[config.mk]
export PLATFORM = sky130hd
export DESIGN_NAME = sar_seq_top
export DESIGN_NICKNAME = d
export VERILOG_FILES = /design/src/rtl/sar_pkg.sv /design/src/rtl/sar_sync.sv /design/src/rtl/sar_evt.sv /design/src/rtl/sar_core.sv /design/src/rtl/sar_seq_top.sv
export SDC_FILE = /design/constraint.sdc
export NUM_CORES = 1
export LEC_CHECK = 0
export BUFFER_PORTS_ARGS = -buffer_cell sky130_fd_sc_hd__clkbuf_2
export CELL_PAD_IN_SITES_DETAIL_PLACEMENT = 0
export CELL_PAD_IN_SITES_GLOBAL_PLACEMENT = 1
export CORE_MARGIN = 3
export CORE_UTILIZATION = 30
export DETAILED_ROUTE_END_ITERATION = 12
export GPL_TIMING_DRIVEN = 0
export PLACE_DENSITY_LB_ADDON = 0.12
export SYNTH_ARGS = -nofsm -noshare
export SYNTH_HDL_FRONTEND = slang
export SYNTH_SLANG_ARGS = --single-unit
[constraint.sdc]
create_clock -name clk -period 3.25 [get_ports clk]
set_input_delay 0.325 -clock clk [delete_from_list [all_inputs] [get_ports clk]]
set_output_delay 0.325 -clock clk [all_outputs]
set_load 0.02 [all_outputs]
[src/rtl/sar_pkg.sv]
package sar_pkg;
  localparam int unsigned SAR_W = 16;
  localparam int unsigned IDX_W = $clog2(SAR_W);

  typedef enum logic [1:0] {
    ST_IDLE  = 2'd0,
    ST_CONV  = 2'd1,
    ST_LATCH = 2'd2,
    ST_FIN   = 2'd3
  } sar_state_e;

  // One decision step: settle the current trial bit from the comparator,
  // then place the trial one on the next lower position.
  function automatic logic [SAR_W-1:0] sar_decide(
    input logic [SAR_W-1:0] cur,
    input logic [IDX_W-1:0] idx,
    input logic             keep
  );
    logic [SAR_W-1:0] nxt;
    nxt      = cur;
    nxt[idx] = keep;
    if (idx != '0) nxt[idx - 1'b1] = 1'b1;
    return nxt;
  endfunction

  // Exchange the upper and lower halves of a word.
  function automatic logic [SAR_W-1:0] half_swap(input logic [SAR_W-1:0] w);
    return {w[SAR_W/2-1:0], w[SAR_W-1:SAR_W/2]};
  endfunction
endpackage

[src/rtl/sar_sync.sv]
module sar_sync #(
  parameter int unsigned STAGES  = 2,
  parameter logic        RST_VAL = 1'b1
) (
  input  logic clk,
  input  logic rst_n,
  input  logic d_i,
  output logic q_o
);
  logic [STAGES-1:0] sh_q;

  always_ff @(posedge clk or negedge rst_n) begin
    if (!rst_n) sh_q <= {STAGES{RST_VAL}};
    else        sh_q <= {sh_q[STAGES-2:0], d_i};
  end

  assign q_o = sh_q[STAGES-1];
endmodule

[src/rtl/sar_evt.sv]
module sar_evt (
  input  logic clk,
  input  logic rst_n,
  input  logic cs_s_i,
  input  logic rc_s_i,
  output logic gate_fall_o,
  output logic gate_low_o,
  output logic oe_o
);
  logic gate;
  logic gate_q;

  // Chip select and read/convert are ORed; low gate means both low.
  assign gate = cs_s_i | rc_s_i;

  always_ff @(posedge clk or negedge rst_n) begin
    if (!rst_n) gate_q <= 1'b1;
    else        gate_q <= gate;
  end

  assign gate_fall_o = gate_q & ~gate;
  assign gate_low_o  = ~gate;
  assign oe_o        = ~cs_s_i & rc_s_i;
endmodule

[src/rtl/sar_core.sv]
module sar_core
  import sar_pkg::*;
(
  input  logic             clk,
  input  logic             rst_n,
  input  logic             start_req_i,
  input  logic             gate_low_i,
  input  logic             cmp_i,
  output logic             ready_o,
  output logic             hold_o,
  output logic             start_acc_o,
  output logic             latch_wr_o,
  output logic [SAR_W-1:0] result_o
);
  sar_state_e       state_q;
  logic [SAR_W-1:0] sar_q;
  logic [SAR_W-1:0] latch_q;
  logic [IDX_W-1:0] idx_q;
  logic             ready_q;
  logic             done_q;

  assign start_acc_o = (state_q == ST_IDLE) & (start_req_i | (done_q & gate_low_i));
  assign latch_wr_o  = (state_q == ST_LATCH);

  always_ff @(posedge clk or negedge rst_n) begin
    if (!rst_n) begin
      state_q <= ST_IDLE;
      sar_q   <= '0;
      latch_q <= '0;
      idx_q   <= '0;
      ready_q <= 1'b1;
      done_q  <= 1'b0;
    end else begin
      done_q <= 1'b0;
      unique case (state_q)
        ST_IDLE: if (start_acc_o) begin
          state_q <= ST_CONV;
          sar_q   <= {1'b1, {(SAR_W-1){1'b0}}};
          idx_q   <= IDX_W'(SAR_W - 1);
          ready_q <= 1'b0;
        end
        ST_CONV: begin
          sar_q <= sar_decide(sar_q, idx_q, cmp_i);
          if (idx_q == '0) state_q <= ST_LATCH;
          else             idx_q   <= idx_q - 1'b1;
        end
        ST_LATCH: begin
          latch_q <= sar_q;
          state_q <= ST_FIN;
        end
        ST_FIN: begin
          ready_q <= 1'b1;
          done_q  <= 1'b1;
          state_q <= ST_IDLE;
        end
        default: state_q <= ST_IDLE;
      endcase
    end
  end

  assign ready_o  = ready_q;
  assign hold_o   = (state_q != ST_IDLE);
  assign result_o = latch_q;


  conv_step_chk: assert property (@(posedge clk) disable iff (!rst_n)
    (state_q == ST_CONV && idx_q != '0) |=>
      (state_q == ST_CONV && idx_q == IDX_W'($past(idx_q) - 1'b1)));


  start_idle_chk: assert property (@(posedge clk) disable iff (!rst_n)
    start_acc_o |-> ready_q);


  ready_after_latch_chk: assert property (@(posedge clk) disable iff (!rst_n)
    $rose(ready_q) |-> $past(latch_wr_o, 2));


  conv_entry_chk: assert property (@(posedge clk) disable iff (!rst_n)
    start_acc_o |=> (sar_q == {1'b1, {(SAR_W-1){1'b0}}}));
endmodule

[src/rtl/sar_seq_top.sv]
module sar_seq_top
  import sar_pkg::*;
#(
  parameter int unsigned SYNC_STAGES = 2
) (
  input  logic             clk,
  input  logic             rst_n,
  input  logic             cs_n_i,
  input  logic             rdconv_i,
  input  logic             swap_i,
  input  logic             cmp_i,
  output logic             ready_o,
  output logic             hold_o,
  output logic [SAR_W-1:0] data_o,
  output logic             data_oe_o
);
  logic             cs_s, rc_s;
  logic             gate_fall, gate_low;
  logic             start_acc, latch_wr;
  logic [SAR_W-1:0] result;

  sar_sync #(.STAGES(SYNC_STAGES), .RST_VAL(1'b1)) u_cs_sync (
    .clk(clk), .rst_n(rst_n), .d_i(cs_n_i), .q_o(cs_s));
  sar_sync #(.STAGES(SYNC_STAGES), .RST_VAL(1'b1)) u_rc_sync (
    .clk(clk), .rst_n(rst_n), .d_i(rdconv_i), .q_o(rc_s));

  sar_evt u_evt (
    .clk(clk), .rst_n(rst_n), .cs_s_i(cs_s), .rc_s_i(rc_s),
    .gate_fall_o(gate_fall), .gate_low_o(gate_low), .oe_o(data_oe_o));

  sar_core u_core (
    .clk(clk), .rst_n(rst_n), .start_req_i(gate_fall), .gate_low_i(gate_low),
    .cmp_i(cmp_i), .ready_o(ready_o), .hold_o(hold_o),
    .start_acc_o(start_acc), .latch_wr_o(latch_wr), .result_o(result));

  assign data_o = swap_i ? half_swap(result) : result;


  hold_busy_chk: assert property (@(posedge clk) disable iff (!rst_n)
    !ready_o |-> hold_o);


  no_oe_at_start_chk: assert property (@(posedge clk) disable iff (!rst_n)
    start_acc |-> !data_oe_o);


  start_drops_ready_chk: assert property (@(posedge clk) disable iff (!rst_n)
    (gate_fall && ready_o) |=> !ready_o);


  latch_stable_chk: assert property (@(posedge clk) disable iff (!rst_n)
    (ready_o && !latch_wr) |=> $stable(result));
endmodule

==> reports/qor.csv <==
metric;value;unit
RR Endpoint;u_core.sar_q[10];
status;finished clean;
first-pass GRT wire length;11000;um
hold depth;1;
final count of hold timing violations;0;
overall routed net length;6880;um
DIE AREA;0.0101;mm2
Worst-Skew Late Latency;300;ps
Least-Margin Pin Slew;1140;ps
die width;101;um
slowest CP cell;dfrtp_1;
delay-heaviest family, CP;buffers and inverters;
Syn-to-layout area delta;12.3;%
Avg Vias per Cell;5.12;
pin count of the biggest net entering global routing;46;
netlist area before placement;0.00269;mm2
minimum clock period;2060;ps
Starting Density;0.318;
Root Buffer;clkbuf_8;
TritonCTS Buffers;5;
Hold Path End;u_cs_sync.sh_q[0];
Power per Cell Area;946;mW/mm2
worst path buffer plus inverter count;4;
clk sink count;45;
total gr overflow;0;
Layout Skew;13.1;ps
CTS tree;built;
RSZ-0062 raised after global routing;no;
cts hold-fix bufs;0;
fmax;485;MHz
Leak Pwr;0.00136;uW
Via Count;2085;
Die Y;101;um
setup total negative slack;0;ps
Mapped Cells;272;
ANT nets after route;0;
antenna cells;0;
Net Sw Power;1290;uW
GPL Wtd Cong;0.846;
flop2flop setup slack;1190;ps
Final setup viols;0;
DP Wirelength;5230;um
Seq/Total Area, Yosys;0.421;
Internal;1570;uW
antenna violations before repair;0;
DRC violations left;0;
switch share;0.452;
Final Max Tran Viols;0;
CTS resizes;0;
Reg clk slew, reported paths;100;ps
crit-path cells;buf_2, inv_1, ha_1, buf_2, buf_2, nand3_1, o32ai_1, a21oi_1, o21ai_0;
max cap viols;0;
register share of total power;0.322;
synth warn;0;
worst path required time;3470;ps
CTS max path bufs;2;
post-route cell area;0.00302;mm2
share of cells above drive strength 1;0.301;
Synth cell types;49;
Wirelength per Cell;16.9;um
FILL cells;882;
Worst slew margin;0.241;
Mapped Nets;289;
Critical Path Max Stage Delay;430;ps
Most common cell on crit path;buf_2;
hold path start;cs_n_i;
CP Class;register to register;
Worst Hold Class;input port to register;
Yosys reg bits;45;
IO Pins;25;
Post-synth ARST share;1.00;
Port Buffers;22;
H-tree levels;2;
Worst R2R Start;u_core.idx_q[0];
std cell rows;33;
Startpoint Class;register;
Crit. Startpoint;u_core.idx_q[0];
GRT Total Usage;0.139;
vias in the first global route;2060;
Clk pwr share;0.125;
CP endpoint kind;register;
cell area after placement;0.00293;mm2
Post-synth EDFFs;0;
combinational group share of total power;0.553;
postcts setup bufs;0;
core box area;0.00846;mm2
Final nets;318;
syn_area_per_cell;9.90;um2
r2r worst-path depth;9;
Final period util;0.635;
Critical Path AT;2280;ps
number of DRC markers in iteration 0;105;
worst vdd ir;0.000392;V
Most used DFF post-synth;dfrtp_1;
Layout Utilization;0.357;
DR pass1 iterations;4;
critical path peak fanout;10;
-- state kept, by name, indices dropped and copies added (netlist names) --
| register | cells |
|---|---|
| u_cs_sync.sh_q | 2 |
| u_core.result_o | 16 |
| u_core.done_q | 1 |
| u_core.state_q | 2 |
| u_core.idx_q | 4 |
| u_core.sar_q | 16 |
| u_rc_sync.sh_q | 2 |
| u_evt.gate_q | 1 |
| u_core.ready_o | 1 |
-- cells by family (layout without fill, tap and decap cells) --
| kind of cell | count (synthesis) | after routing | share of synthesized area |
|---|---|---|---|
| compound gates | 84 | 84 | 0.204 |
| fa+ha+maj | 11 | 11 | 0.0511 |
| flops | 45 | 45 | 0.421 |
| buf+inv | 32 | 62 | 0.0576 |
| mux | 36 | 36 | 0.149 |
| simple gates | 64 | 64 | 0.118 |
-- cells in the final DEF (no fill, tap or decap), drive strengths merged, types with 6 or more instances in the layout --
master	count
mux2	33
ha	11
nor2	20
a21oi	20
nand3	8
nand2	15
clkbuf	37
buf	12
a31oi	9
dfstp	6
o21ai	25
dfrtp	39
inv	11
-- cell type report --
class | count | area [um2] | area share
Buffer | 22 | 118 | 0.0389
Clock buffer | 5 | 68.8 | 0.0228
Clock inverter | 3 | 21.3 | 0.00703
Inverter | 10 | 37.5 | 0.0124
Multi-Input combinational cell | 195 | 1400 | 0.464
Sequential cell | 45 | 1130 | 0.375
Tap cell | 105 | 131 | 0.0434
Timing Repair Buffer | 22 | 110 | 0.0364
-- worst reg2reg max path, delay by kind of cell, from the launching register on --
kind	cells	cell delay, ps
and+or+nand+nor	1	190
buffers and inverters	4	760
DFF	1	430
adders and majority gates	1	170
AOI/OAI and AO/OA	3	420
-- metrics by stage --
| step | worst slack, ps | std cells | hold WS (ps) | total power (uW) |
|---|---|---|---|---|
| after floorplan | 1490 | 272 | 29.4 | 2080 |
| after global placement | 1140 | 399 | 347 | 2530 |
| after detailed placement | 1200 | 399 | 349 | 2540 |
| after CTS | 1160 | 407 | 85.8 | 2910 |
| after global routing | 975 | 407 | 69.9 | 3110 |
| final | 1190 | 407 | 96.5 | 2860 |
-- power groups by stage --
stage | logic, uW | clock network [uW] | registers, uW
3_5_place_dp | 1600 | 0 | 939
5_1_grt | 1760 | 401 | 948
2_1_floorplan | 1200 | 0 | 888
4_1_cts | 1600 | 374 | 927
3_3_place_gp | 1600 | 0 | 933
6_report | 1580 | 357 | 921
-- layer usage --
layer / up-vias / wire (um) / track usage
li1: 1039 / - / -
met1: 1020 / 3330 / 0.190
met2: 24 / 3360 / 0.231
met3: 2 / 156 / 0.0263
met4: 0 / 27 / 0.0218
met5: - / 0 / 0
-- Yosys cell counts (2+ instances only) --
library cell	number	area (um2)
nand2b_1	4	25.0
o32ai_1	2	17.5
mux2i_1	3	30.0
a21oi_1	19	95.1
o22a_1	2	17.5
a22o_1	2	17.5
dfstp_2	6	158
o21ai_0	20	100
o211ai_1	3	22.5
o31ai_1	2	15.0
clkbuf_1	8	30.0
nand4_1	4	25.0
o21a_1	5	37.5
o21ai_1	5	25.0
inv_1	10	37.5
o221a_2	3	33.8
o221ai_1	3	26.3
buf_2	8	40.0
nand3_1	8	40.0
buf_4	2	15.0
mux2_2	32	360
a31oi_1	8	50.1
nand2_1	15	56.3
o22ai_1	2	12.5
buf_6	2	22.5
nor2b_1	4	25.0
nor2_1	18	67.6
and3_1	2	12.5
dfrtp_1	39	976
ha_1	11	138
clkbuf_2	2	10.0
-- how the worst max path moves through the flow --
stage	end	depth (start not counted)	slack (ps)
4_1_cts	u_core.sar_q[0]	8	1160
3_3_place_gp	u_core.sar_q[0]	8	1140
6_report	u_core.sar_q[10]	9	1190
5_1_grt	u_core.sar_q[14]	8	980
2_1_floorplan	u_core.sar_q[13]	8	1490
3_5_place_dp	u_core.sar_q[0]	8	1200
(Power assumes the default switching activity.)
